**src/rtl/conf_sum_pkg.sv**
```systemverilog
package conf_sum_pkg;
  typedef enum logic [1:0] {
    CH_OFF  = 2'd0,
    CH_CONF = 2'd1,
    CH_PASS = 2'd2
  } ch_mode_e;
endpackage

```
**src/rtl/conf_cfg_table.sv**
```systemverilog
module conf_cfg_table
  import conf_sum_pkg::*;
#(
  parameter int N_CHAN = 32,
  parameter int CH_W   = 5,
  parameter int CONF_W = 4
) (
  input  logic              clk,
  input  logic              rst_n,
  input  logic              wr_en,
  input  logic [CH_W-1:0]   wr_chan,
  input  ch_mode_e          wr_mode,
  input  logic [CONF_W-1:0] wr_conf,
  input  logic              wr_tone,
  input  logic [CH_W-1:0]   rd_chan,
  output ch_mode_e          rd_mode,
  output logic [CONF_W-1:0] rd_conf,
  output logic              rd_tone
);
  ch_mode_e          mode_all [N_CHAN];
  logic [CONF_W-1:0] conf_all [N_CHAN];
  logic              tone_all [N_CHAN];

  for (genvar g = 0; g < N_CHAN; g++) begin : g_ent
    ch_mode_e          mode_q;
    logic [CONF_W-1:0] conf_q;
    logic              tone_q;
    logic              ent_en;

    assign ent_en = wr_en && (wr_chan == CH_W'(g));

    always_ff @(posedge clk or negedge rst_n) begin
      if (!rst_n) begin
        mode_q <= CH_OFF;
        conf_q <= '0;
        tone_q <= 1'b0;
      end else if (ent_en) begin
        mode_q <= wr_mode;
        conf_q <= wr_conf;
        tone_q <= wr_tone;
      end
    end

    assign mode_all[g] = mode_q;
    assign conf_all[g] = conf_q;
    assign tone_all[g] = tone_q;
  end

  always_comb begin
    rd_mode = CH_OFF;
    rd_conf = '0;
    rd_tone = 1'b0;
    for (int i = 0; i < N_CHAN; i++) begin
      if (rd_chan == CH_W'(i)) begin
        rd_mode = mode_all[i];
        rd_conf = conf_all[i];
        rd_tone = tone_all[i];
      end
    end
  end
endmodule

```
**src/rtl/conf_sample_hist.sv**
```systemverilog
module conf_sample_hist #(
  parameter int N_CHAN = 32,
  parameter int CH_W   = 5,
  parameter int CONF_W = 4,
  parameter int SAMP_W = 14
) (
  input  logic                     clk,
  input  logic                     rst_n,
  input  logic                     wr_en,
  input  logic [CH_W-1:0]          chan,
  input  logic signed [SAMP_W-1:0] wr_val,
  input  logic                     wr_added,
  input  logic [CONF_W-1:0]        wr_conf,
  output logic signed [SAMP_W-1:0] rd_val,
  output logic                     rd_added,
  output logic [CONF_W-1:0]        rd_conf
);
  logic signed [SAMP_W-1:0] val_all   [N_CHAN];
  logic                     added_all [N_CHAN];
  logic [CONF_W-1:0]        conf_all  [N_CHAN];

  for (genvar g = 0; g < N_CHAN; g++) begin : g_ent
    logic signed [SAMP_W-1:0] val_q;
    logic                     added_q;
    logic [CONF_W-1:0]        conf_q;
    logic                     ent_en;

    assign ent_en = wr_en && (chan == CH_W'(g));

    always_ff @(posedge clk or negedge rst_n) begin
      if (!rst_n) begin
        val_q   <= '0;
        added_q <= 1'b0;
        conf_q  <= '0;
      end else if (ent_en) begin
        val_q   <= wr_val;
        added_q <= wr_added;
        conf_q  <= wr_conf;
      end
    end

    assign val_all[g]   = val_q;
    assign added_all[g] = added_q;
    assign conf_all[g]  = conf_q;
  end

  always_comb begin
    rd_val   = '0;
    rd_added = 1'b0;
    rd_conf  = '0;
    for (int i = 0; i < N_CHAN; i++) begin
      if (chan == CH_W'(i)) begin
        rd_val   = val_all[i];
        rd_added = added_all[i];
        rd_conf  = conf_all[i];
      end
    end
  end
endmodule

```
**src/rtl/conf_acc_bank.sv**
```systemverilog
module conf_acc_bank #(
  parameter int N_CONF = 10,
  parameter int CONF_W = 4,
  parameter int SAMP_W = 14,
  parameter int ACC_W  = 18
) (
  input  logic                     clk,
  input  logic                     rst_n,
  input  logic                     rm_en,
  input  logic [CONF_W-1:0]        rm_conf,
  input  logic signed [SAMP_W-1:0] rm_val,
  input  logic                     ad_en,
  input  logic [CONF_W-1:0]        ad_conf,
  input  logic signed [SAMP_W-1:0] ad_val,
  input  logic                     clr_en,
  input  logic [CONF_W-1:0]        clr_conf,
  input  logic                     stat_clr,
  input  logic [CONF_W-1:0]        rd_conf,
  output logic signed [ACC_W-1:0]  rd_acc,
  output logic                     rd_stat_d,
  output logic [N_CONF-1:0]        stat_q_o
);
  localparam int SW = ACC_W + 2;
  localparam logic signed [SW-1:0] AMAX = SW'((64'sd1 <<< (ACC_W - 1)) - 64'sd1);
  localparam logic signed [SW-1:0] AMIN = ~AMAX;

  logic signed [ACC_W-1:0] acc_all [N_CONF];
  logic [N_CONF-1:0]       stat_d_all;

  for (genvar i = 0; i < N_CONF; i++) begin : g_conf
    logic signed [ACC_W-1:0] acc_q, acc_d;
    logic                    st_q, st_d;
    logic signed [SW-1:0]    sum_w;
    logic                    rm_hit, ad_hit, clr_hit, hi, lo, acc_en;

    assign rm_hit  = rm_en  && (rm_conf  == CONF_W'(i));
    assign ad_hit  = ad_en  && (ad_conf  == CONF_W'(i));
    assign clr_hit = clr_en && (clr_conf == CONF_W'(i));
    assign acc_en  = rm_hit || ad_hit || clr_hit;

    always_comb begin
      sum_w = SW'(acc_q);
      if (rm_hit) sum_w = sum_w - SW'(rm_val);
      if (ad_hit) sum_w = sum_w + SW'(ad_val);
      hi = sum_w > AMAX;
      lo = sum_w < AMIN;
      if (clr_hit)  acc_d = '0;
      else if (hi)  acc_d = AMAX[ACC_W-1:0];
      else if (lo)  acc_d = AMIN[ACC_W-1:0];
      else          acc_d = sum_w[ACC_W-1:0];
      if (clr_hit)  st_d = 1'b0;
      else          st_d = (st_q && !stat_clr) || hi || lo;
    end

    always_ff @(posedge clk or negedge rst_n) begin
      if (!rst_n) begin
        acc_q <= '0;
        st_q  <= 1'b0;
      end else begin
        if (acc_en) acc_q <= acc_d;
        st_q <= st_d;
      end
    end

    assign acc_all[i]    = acc_q;
    assign stat_d_all[i] = st_d;
    assign stat_q_o[i]   = st_q;
  end

  always_comb begin
    rd_acc    = '0;
    rd_stat_d = 1'b0;
    for (int i = 0; i < N_CONF; i++) begin
      if (rd_conf == CONF_W'(i)) begin
        rd_acc    = acc_all[i];
        rd_stat_d = stat_d_all[i];
      end
    end
  end
endmodule

```
**src/rtl/conf_sum_engine.sv**
```systemverilog
module conf_sum_engine
  import conf_sum_pkg::*;
#(
  parameter int N_CHAN = 32,
  parameter int N_CONF = 10,
  parameter int SAMP_W = 14,
  parameter int ACC_W  = 18,
  localparam int CH_W   = (N_CHAN > 1) ? $clog2(N_CHAN) : 1,
  localparam int CONF_W = (N_CONF > 1) ? $clog2(N_CONF) : 1
) (
  input  logic                     clk,
  input  logic                     rst_n,
  input  logic                     slot_valid,
  input  logic                     frame_start,
  input  logic [CH_W-1:0]          slot_idx,
  input  logic signed [SAMP_W-1:0] sample_in,
  input  logic                     tone_dur,
  input  logic                     tone_freq,
  input  logic                     cfg_we,
  input  logic [CH_W-1:0]          cfg_chan,
  input  logic [1:0]               cfg_mode,
  input  logic [CONF_W-1:0]        cfg_conf,
  input  logic                     cfg_tone,
  input  logic                     cfg_start,
  input  logic                     stat_clr,
  output logic                     out_valid,
  output logic [CH_W-1:0]          out_slot,
  output logic signed [SAMP_W-1:0] out_sample,
  output logic                     ovf_n,
  output logic [N_CONF-1:0]        ovf_status
);
  localparam int OW = ACC_W + 1;
  localparam logic signed [OW-1:0] SMAX_O = OW'((64'sd1 <<< (SAMP_W - 1)) - 64'sd1);
  localparam logic signed [OW-1:0] SMIN_O = ~SMAX_O;
  localparam logic signed [SAMP_W-1:0] TONE_P = SAMP_W'(((64'sd1 <<< (SAMP_W - 1)) - 64'sd1) / 64'sd10);

  ch_mode_e                ch_mode;
  logic [CONF_W-1:0]       ch_conf, h_conf;
  logic                    ch_tone, h_added, is_conf, own_hit, clr_en, stat_d_sel;
  logic signed [SAMP_W-1:0] h_val;
  logic signed [ACC_W-1:0]  acc_sel;
  logic signed [OW-1:0]     own_v, others;
  logic                    td_q, tf_q, td_eff, tf_eff;
  logic                    out_valid_d, ovf_n_d;
  logic signed [SAMP_W-1:0] out_sample_d, sat_others;

  conf_cfg_table #(.N_CHAN(N_CHAN), .CH_W(CH_W), .CONF_W(CONF_W)) u_cfg (
    .clk(clk), .rst_n(rst_n), .wr_en(cfg_we), .wr_chan(cfg_chan),
    .wr_mode(ch_mode_e'(cfg_mode)), .wr_conf(cfg_conf), .wr_tone(cfg_tone),
    .rd_chan(slot_idx), .rd_mode(ch_mode), .rd_conf(ch_conf), .rd_tone(ch_tone)
  );

  assign is_conf = slot_valid && (ch_mode == CH_CONF);
  assign clr_en  = cfg_we && cfg_start && (ch_mode_e'(cfg_mode) == CH_CONF);

  conf_sample_hist #(.N_CHAN(N_CHAN), .CH_W(CH_W), .CONF_W(CONF_W), .SAMP_W(SAMP_W)) u_hist (
    .clk(clk), .rst_n(rst_n), .wr_en(slot_valid), .chan(slot_idx),
    .wr_val(sample_in), .wr_added(is_conf), .wr_conf(ch_conf),
    .rd_val(h_val), .rd_added(h_added), .rd_conf(h_conf)
  );

  conf_acc_bank #(.N_CONF(N_CONF), .CONF_W(CONF_W), .SAMP_W(SAMP_W), .ACC_W(ACC_W)) u_bank (
    .clk(clk), .rst_n(rst_n),
    .rm_en(slot_valid && h_added), .rm_conf(h_conf), .rm_val(h_val),
    .ad_en(is_conf), .ad_conf(ch_conf), .ad_val(sample_in),
    .clr_en(clr_en), .clr_conf(cfg_conf), .stat_clr(stat_clr),
    .rd_conf(ch_conf), .rd_acc(acc_sel), .rd_stat_d(stat_d_sel), .stat_q_o(ovf_status)
  );

  // tone controls held for the whole frame
  assign td_eff = (slot_valid && frame_start) ? tone_dur  : td_q;
  assign tf_eff = (slot_valid && frame_start) ? tone_freq : tf_q;

  always_comb begin
    own_hit = h_added && (h_conf == ch_conf);
    own_v   = own_hit ? OW'(h_val) : OW'(0);
    others  = OW'(acc_sel) - own_v;
    if (others > SMAX_O)      sat_others = SMAX_O[SAMP_W-1:0];
    else if (others < SMIN_O) sat_others = SMIN_O[SAMP_W-1:0];
    else                      sat_others = others[SAMP_W-1:0];
    case (ch_mode)
      CH_CONF: begin
        if (td_eff && ch_tone) out_sample_d = tf_eff ? TONE_P : -TONE_P;
        else                   out_sample_d = sat_others;
      end
      CH_PASS: out_sample_d = h_val;
      default: out_sample_d = '0;
    endcase
    out_valid_d = slot_valid;
    ovf_n_d     = !(is_conf && stat_d_sel);
  end

  always_ff @(posedge clk or negedge rst_n) begin
    if (!rst_n) begin
      td_q <= 1'b0;
      tf_q <= 1'b0;
    end else if (slot_valid && frame_start) begin
      td_q <= tone_dur;
      tf_q <= tone_freq;
    end
  end

  always_ff @(posedge clk or negedge rst_n) begin
    if (!rst_n) begin
      out_valid  <= 1'b0;
      ovf_n      <= 1'b1;
      out_slot   <= '0;
      out_sample <= '0;
    end else begin
      out_valid <= out_valid_d;
      ovf_n     <= ovf_n_d;
      if (slot_valid) begin
        out_slot   <= slot_idx;
        out_sample <= out_sample_d;
      end
    end
  end
endmodule

```
**config.mk**
```make
export PLATFORM = sky130hd
export DESIGN_NAME = conf_sum_engine
export DESIGN_NICKNAME = d
export VERILOG_FILES = /design/src/rtl/conf_sum_pkg.sv /design/src/rtl/conf_cfg_table.sv /design/src/rtl/conf_sample_hist.sv /design/src/rtl/conf_acc_bank.sv /design/src/rtl/conf_sum_engine.sv
export SDC_FILE = /design/constraint.sdc
export NUM_CORES = 2
export LEC_CHECK = 0
export BUFFER_PORTS_ARGS = -buffer_cell sky130_fd_sc_hd__buf_2
export CAP_MARGIN = 0
export CELL_PAD_IN_SITES_DETAIL_PLACEMENT = 1
export CELL_PAD_IN_SITES_GLOBAL_PLACEMENT = 2
export CORE_MARGIN = 2
export CORE_UTILIZATION = 30
export CTS_CLUSTER_DIAMETER = 80
export DETAILED_ROUTE_END_ITERATION = 8
export GPL_TIMING_DRIVEN = 0
export HOLD_SLACK_MARGIN = 0.1
export PLACE_DENSITY = 0.71
export SYNTH_ARGS = -nofsm -noshare
export SYNTH_HDL_FRONTEND = slang
export SYNTH_SLANG_ARGS = --single-unit
```
**constraint.sdc**
```tcl
create_clock -name clk -period 15.95 [get_ports clk]
set_clock_uncertainty 0.1 [all_clocks]
set_input_delay 3.19 -clock clk [delete_from_list [all_inputs] [get_ports clk]]
set_output_delay 3.19 -clock clk [all_outputs]
set_load 0.03 [all_outputs]
```
==> impl_results.html <==
<table>
<tr><th>Metric</th><th>Value</th></tr>
<tr><th colspan="2">Status</th></tr>
<tr><td>Status</td><td>complete, but fails checks</td></tr>
<tr><td>Failing checks</td><td>capacitance limit, slew limit</td></tr>
<tr><th colspan="2">Job</th></tr>
<tr><td>Maximum capacitance violations</td><td>7</td></tr>
<tr><th colspan="2">Synthesis</th></tr>
<tr><td>Register area share after synthesis</td><td>37.6%</td></tr>
<tr><td>Largest cells by area after synthesis</td><td>sky130_fd_sc_hd__dfrtp_1, sky130_fd_sc_hd__mux2_2, sky130_fd_sc_hd__ha_1</td></tr>
<tr><td>Top flip-flop cell by instance count after synthesis</td><td>sky130_fd_sc_hd__dfrtp_1</td></tr>
<tr><td>Largest area contributor in the synthesized netlist</td><td>sky130_fd_sc_hd__dfrtp_1</td></tr>
<tr><td>Synth Net Count</td><td>7812</td></tr>
<tr><td>Mean area per synthesized cell</td><td>~9.4 sq um</td></tr>
<tr><td>Post-synth top area share</td><td>37.6%</td></tr>
<tr><td>Number of enable flip-flop cells after synthesis</td><td>0</td></tr>
<tr><td>Post-synthesis async set-or-reset flop share</td><td>between 90% and 100%</td></tr>
<tr><td>Register bit total from synthesis</td><td>1045</td></tr>
<tr><td>Synth Warn #</td><td>0</td></tr>
<tr><td>Cell area after technology mapping</td><td>69500 sq um</td></tr>
<tr><td>Number of distinct library cells after synthesis</td><td>133</td></tr>
<tr><td>Synthesized instance count</td><td>between 7000 and 8000</td></tr>
<tr><th colspan="2">CTS</th></tr>
<tr><td>Quantity of hold-fixing buffers added after cts</td><td>0</td></tr>
<tr><td>H-tree levels</td><td>4</td></tr>
<tr><td>Root buffer cell</td><td>sky130_fd_sc_hd__clkbuf_16</td></tr>
<tr><td>Number of buffers inserted during clock tree synthesis</td><td>between 100 and 150</td></tr>
<tr><td>Number of clock sinks seen by CTS</td><td>1045</td></tr>
<tr><td>Clock tree from TritonCTS</td><td>yes</td></tr>
<tr><td>Max clock buf depth</td><td>3</td></tr>
<tr><td>Worst-skew pair later-pin latency</td><td>between 0.8 and 0.9 ns</td></tr>
<tr><td>Clock input transition at the sequential cells of the worst setup and hold paths</td><td>around 0.06 ns</td></tr>
<tr><th colspan="2">Timing</th></tr>
<tr><td>Final setup slack of the worst path</td><td>0.322 ns</td></tr>
<tr><td>Rel. slew slack</td><td>-6.51%</td></tr>
<tr><td>Count of pins over their slew limit</td><td>63</td></tr>
<tr><td>Worst hold margin</td><td>0.378 ns</td></tr>
<tr><td>Fmax achieved</td><td>around 0.064 GHz</td></tr>
<tr><td>Worst slew pin tran</td><td>about 1.6 ns</td></tr>
<tr><td>Setup-violating endpoint count in the final report</td><td>0</td></tr>
<tr><td>Number of endpoints with negative hold slack in the final report</td><td>0</td></tr>
<tr><td>Final-layout setup total negative slack</td><td>0 ns</td></tr>
<tr><td>Fraction of the cycle the final worst path needs</td><td>98.0%</td></tr>
<tr><td>Post-layout min period</td><td>about 16 ns</td></tr>
<tr><td>RSZ-0062 raised after global routing</td><td>false</td></tr>
<tr><th colspan="2">Worst setup path</th></tr>
<tr><td>Data required time of the worst path</td><td>16.57 ns</td></tr>
<tr><td>Max stage delay cell, worst path</td><td>sky130_fd_sc_hd__nor3_1</td></tr>
<tr><td>End of the worst register-to-register path</td><td>out_sample[0]</td></tr>
<tr><td>R2R Path Start</td><td>u_cfg.g_ent[19].conf_q[3]</td></tr>
<tr><td>Worst-path fanout max</td><td>10</td></tr>
<tr><td>Number of cells on the worst reg-to-reg path</td><td>33</td></tr>
<tr><td>Register-to-register setup slack</td><td>4.21 ns</td></tr>
<tr><td>Most frequent CP cell</td><td>sky130_fd_sc_hd__o21ai_0</td></tr>
<tr><td>Maximum single-stage delay on the critical path</td><td>1.21 ns</td></tr>
<tr><td>Arrival @ worst endpoint</td><td>16.25 ns</td></tr>
<tr><td>Kind of critical path</td><td>input port to flop</td></tr>
<tr><td>Capturing element type of the critical path</td><td>flop</td></tr>
<tr><td>Critical Path Source Type</td><td>input port</td></tr>
<tr><th colspan="2">Cells and area</th></tr>
<tr><td>Synth-to-Final Area Change</td><td>14.2%</td></tr>
<tr><td>Utilization after layout</td><td>~35%</td></tr>
<tr><td>Number of filler instances in the final layout</td><td>26292</td></tr>
<tr><td>Area of combinational cells with multiple inputs</td><td>40700 sq um</td></tr>
<tr><td>Fraction of final layout cells sized beyond drive strength 1</td><td>17.6%</td></tr>
<tr><td>Sequential cell area</td><td>26200 sq um</td></tr>
<tr><td>Nets@finish</td><td>8084</td></tr>
<tr><th colspan="2">Worst hold path</th></tr>
<tr><td>Hold-critical path depth</td><td>2</td></tr>
<tr><td>Hold Path Class</td><td>flop to flop</td></tr>
<tr><td>Endpoint with the worst hold slack</td><td>u_hist.g_ent[0].conf_q[0]</td></tr>
<tr><td>Hold path startpoint</td><td>u_hist.g_ent[0].conf_q[0]</td></tr>
<tr><th colspan="2">Detailed routing</th></tr>
<tr><td>Sum of met3 wire segment lengths after detailed routing</td><td>26200 um</td></tr>
<tr><td>Uppermost signal routing layer after detailed routing</td><td>met5</td></tr>
<tr><td>Drt initial violations</td><td>~6200</td></tr>
<tr><td>Remaining antenna violation count</td><td>0</td></tr>
<tr><td>Met2 routed wirelength</td><td>150000 um</td></tr>
<tr><td>Iteration count of the initial detailed-routing pass</td><td>9</td></tr>
<tr><td>Routed metal-1 wirelength</td><td>160000 um</td></tr>
<tr><td>Final wirelength</td><td>354000 um</td></tr>
<tr><td>Overall via count from detail_route</td><td>64730</td></tr>
<tr><td>DRC violation count after routing</td><td>0</td></tr>
<tr><td>Routed via count divided by cell count</td><td>between 5 and 6</td></tr>
<tr><td>Wire length per cell</td><td>between 30 and 40 um</td></tr>
<tr><th colspan="2">Power</th></tr>
<tr><td>Clock share of power</td><td>24.6%</td></tr>
<tr><td>Relative contribution of sequential cells to total power</td><td>29.5%</td></tr>
<tr><td>Power density over the cells</td><td>167 nW/um^2</td></tr>
<tr><td>Power share of the combinational group</td><td>45.8%</td></tr>
<tr><td>Int Pwr</td><td>0.00756 W</td></tr>
<tr><td>IR drop worst, VDD</td><td>126 uV</td></tr>
<tr><td>Total Power</td><td>~0.013 W</td></tr>
<tr><td>Leak Pwr</td><td>34.6 nW</td></tr>
<tr><td>Net Sw Power</td><td>0.00567 W</td></tr>
<tr><td>Switching part of the total power</td><td>between 40% and 50%</td></tr>
<tr><th colspan="2">Floorplanning</th></tr>
<tr><td>Core area</td><td>approximately 230000 sq um</td></tr>
<tr><td>Std-Cell Rows</td><td>176</td></tr>
<tr><td>Chip height</td><td>about 490 um</td></tr>
<tr><td>Total die area</td><td>236000 sq um</td></tr>
<tr><td>Starting Density</td><td>30.2%</td></tr>
<tr><td>Die boundary width</td><td>485 um</td></tr>
<tr><td>I/O pin count</td><td>71</td></tr>
<tr><th colspan="2">Global route</th></tr>
<tr><td>GRT Resource Usage Total</td><td>29.4%</td></tr>
<tr><td>Antenna violations before repair</td><td>28</td></tr>
<tr><td>Total congestion overflow after global routing</td><td>0</td></tr>
<tr><td>Via count of the first global-routing pass</td><td>65036</td></tr>
<tr><td>Global-route wire length before repair</td><td>497000 um</td></tr>
<tr><td>Largest net degree at the start of global routing</td><td>155</td></tr>
<tr><th colspan="2">Placed design</th></tr>
<tr><td>Post-Place Worst Slack</td><td>-1.46 ns</td></tr>
<tr><td>Number of buffers inserted by port buffering</td><td>between 60 and 70</td></tr>
<tr><td>Routability congestion estimate</td><td>0.997</td></tr>
<tr><td>Estimated wirelength of the detail-placed design</td><td>between 200000 and 300000 um</td></tr>
</table>
## sequential cells by signal (all words and copies together), names as in the netlist
| register | count |
|---|---|
| tf_q | 1 |
| u_hist.g_ent.val_q | 448 |
| ovf_n | 1 |
| u_bank.g_conf.st_q | 10 |
| u_hist.g_ent.added_q | 32 |
| u_hist.g_ent.conf_q | 128 |
| td_q | 1 |
| u_cfg.g_ent.mode_q | 64 |
| u_cfg.g_ent.tone_q | 32 |
| out_sample | 14 |
| u_bank.g_conf.acc_q | 180 |
| out_valid | 1 |
| out_slot | 5 |
| u_cfg.g_ent.conf_q | 128 |
## power groups by stage
stage	combinational, W	clock, W	sequential (W)
global route	0.00666	0.00340	0.00394
floorplan	0.00429	0	0.00358
detailed placement	0.00595	0	0.00391
finish	0.00607	0.00326	0.00391
global placement	0.00577	0	0.00389
CTS	0.00600	0.00329	0.00387
## cells by family after synthesis
family                   count (synthesis)  synth area share [%]
XOR/XNOR                               307                  3.88
AO/OA/AOI/OAI                         2169                  21.0
flip-flops                            1045                  37.6
buffers and inverters                  653                  4.00
adder cells (fa/ha/maj)                386                  7.02
multiplexers                           785                  12.7
AND/OR/NAND/NOR                       2054                  13.7
## cells in the final DEF, fill, tap and decap left out, types with 35 or more instances in the layout
cell / instances
sky130_fd_sc_hd__a21oi_1: 476
sky130_fd_sc_hd__a221oi_1: 40
sky130_fd_sc_hd__nand2b_1: 103
sky130_fd_sc_hd__mux2i_1: 50
sky130_fd_sc_hd__nor2_1: 401
sky130_fd_sc_hd__o21a_1: 60
sky130_fd_sc_hd__buf_4: 46
sky130_fd_sc_hd__xor2_1: 123
sky130_fd_sc_hd__ha_1: 362
sky130_fd_sc_hd__o21ai_0: 536
sky130_fd_sc_hd__buf_2: 140
sky130_fd_sc_hd__and2_1: 36
sky130_fd_sc_hd__mux2_2: 727
sky130_fd_sc_hd__a22o_1: 68
sky130_fd_sc_hd__clkbuf_1: 343
sky130_fd_sc_hd__dfrtp_1: 1044
sky130_fd_sc_hd__nor2b_1: 89
sky130_fd_sc_hd__or3_1: 43
sky130_fd_sc_hd__nand2_1: 844
sky130_fd_sc_hd__a31oi_1: 76
sky130_fd_sc_hd__clkbuf_16: 136
sky130_fd_sc_hd__o211ai_1: 110
sky130_fd_sc_hd__a211oi_1: 49
sky130_fd_sc_hd__xnor2_1: 183
sky130_fd_sc_hd__nand3_1: 144
sky130_fd_sc_hd__and3_1: 59
sky130_fd_sc_hd__o22ai_1: 60
sky130_fd_sc_hd__a21o_1: 96
sky130_fd_sc_hd__a222oi_1: 35
sky130_fd_sc_hd__nor3_1: 139
sky130_fd_sc_hd__inv_1: 187
sky130_fd_sc_hd__nand4_1: 42
sky130_fd_sc_hd__a22oi_1: 128
## routing by layer
layer	GRT usage, %	up-vias
met5	0	-
met4	14.3	4
met3	5.81	642
met2	43.2	2439
met1	41.0	33892
li1	-	27753
## Yosys cell counts, types with 26 or more instances
cell type                     n
sky130_fd_sc_hd__o21a_1      60
sky130_fd_sc_hd__nor2b_1     89
sky130_fd_sc_hd__mux2_2     727
sky130_fd_sc_hd__nand2_1    844
sky130_fd_sc_hd__mux2i_1     50
sky130_fd_sc_hd__xnor2_1    183
sky130_fd_sc_hd__inv_1      190
sky130_fd_sc_hd__nor3_1     143
sky130_fd_sc_hd__dfrtp_1   1044
sky130_fd_sc_hd__o221ai_1    28
sky130_fd_sc_hd__o211ai_1   110
sky130_fd_sc_hd__buf_4       26
sky130_fd_sc_hd__a222oi_1    35
sky130_fd_sc_hd__xor2_1     123
sky130_fd_sc_hd__and3_1      59
sky130_fd_sc_hd__a211oi_1    50
sky130_fd_sc_hd__nand4_1     42
sky130_fd_sc_hd__a22o_1      68
sky130_fd_sc_hd__o21bai_1    31
sky130_fd_sc_hd__or3_1       43
sky130_fd_sc_hd__a21oi_1    476
sky130_fd_sc_hd__o21ai_0    537
sky130_fd_sc_hd__buf_2       59
sky130_fd_sc_hd__o31ai_1     31
sky130_fd_sc_hd__a31oi_1     76
sky130_fd_sc_hd__a21o_1      96
sky130_fd_sc_hd__a22oi_1    128
sky130_fd_sc_hd__clkbuf_1   330
sky130_fd_sc_hd__nor2_1     416
sky130_fd_sc_hd__nor4_1      28
sky130_fd_sc_hd__o22ai_1     60
sky130_fd_sc_hd__nand3_1    144
sky130_fd_sc_hd__ha_1       362
sky130_fd_sc_hd__and2_1      36
sky130_fd_sc_hd__a221oi_1    40
sky130_fd_sc_hd__nand2b_1   103
## timing repair
item	in CTS	in global routing
endpoints found under the setup margin	8	1
pin swaps	0	0
buffers inserted	0	3
resized for setup	3	8
## layout make-up
class	count	share of cell area, %
Tap cell	3026	4.77
Clock inverter	66	1.05
Timing Repair Buffer	136	1.53
Sequential cell	1045	32.9
Buffer	457	2.59
Antenna cell	12	0.0378
Clock buffer	182	4.86
Multi-Input combinational cell	5701	51.3
Inverter	194	0.933
## how the worst max path moves through the flow
stage | start | to | slack [ns] | depth (start not counted)
final | slot_idx[0] | out_sample[0] | 0.32 | 36
after global routing | slot_idx[2] | ovf_n | 0.19 | 45
after CTS | slot_idx[1] | ovf_n | 0.05 | 44
after detailed placement | slot_idx[3] | ovf_n | -1.46 | 44
after global placement | rst_n | u_bank.g_conf[4].acc_q[13] | -12.46 | 1
after floorplan | slot_idx[3] | ovf_n | 2.83 | 39
## metrics by stage
stage                     instances  instance area (sq um)
after floorplan                7399                  69500
after global placement        10488                  73600
after detailed placement      10554                  74600
after CTS                     10801                  79300
after global routing          10808                  79400
final                         10819                  79400
## worst max-delay path: cells and delay by family
family	cells	cell delay, ns
adders and majority gates	2	0.71
buffers and inverters	6	3.17
and+or+nand+nor	11	4.20
muxes	1	0.48
AOI/OAI and AO/OA	16	4.42
Note: power is estimated with default switching activity, not from simulation.
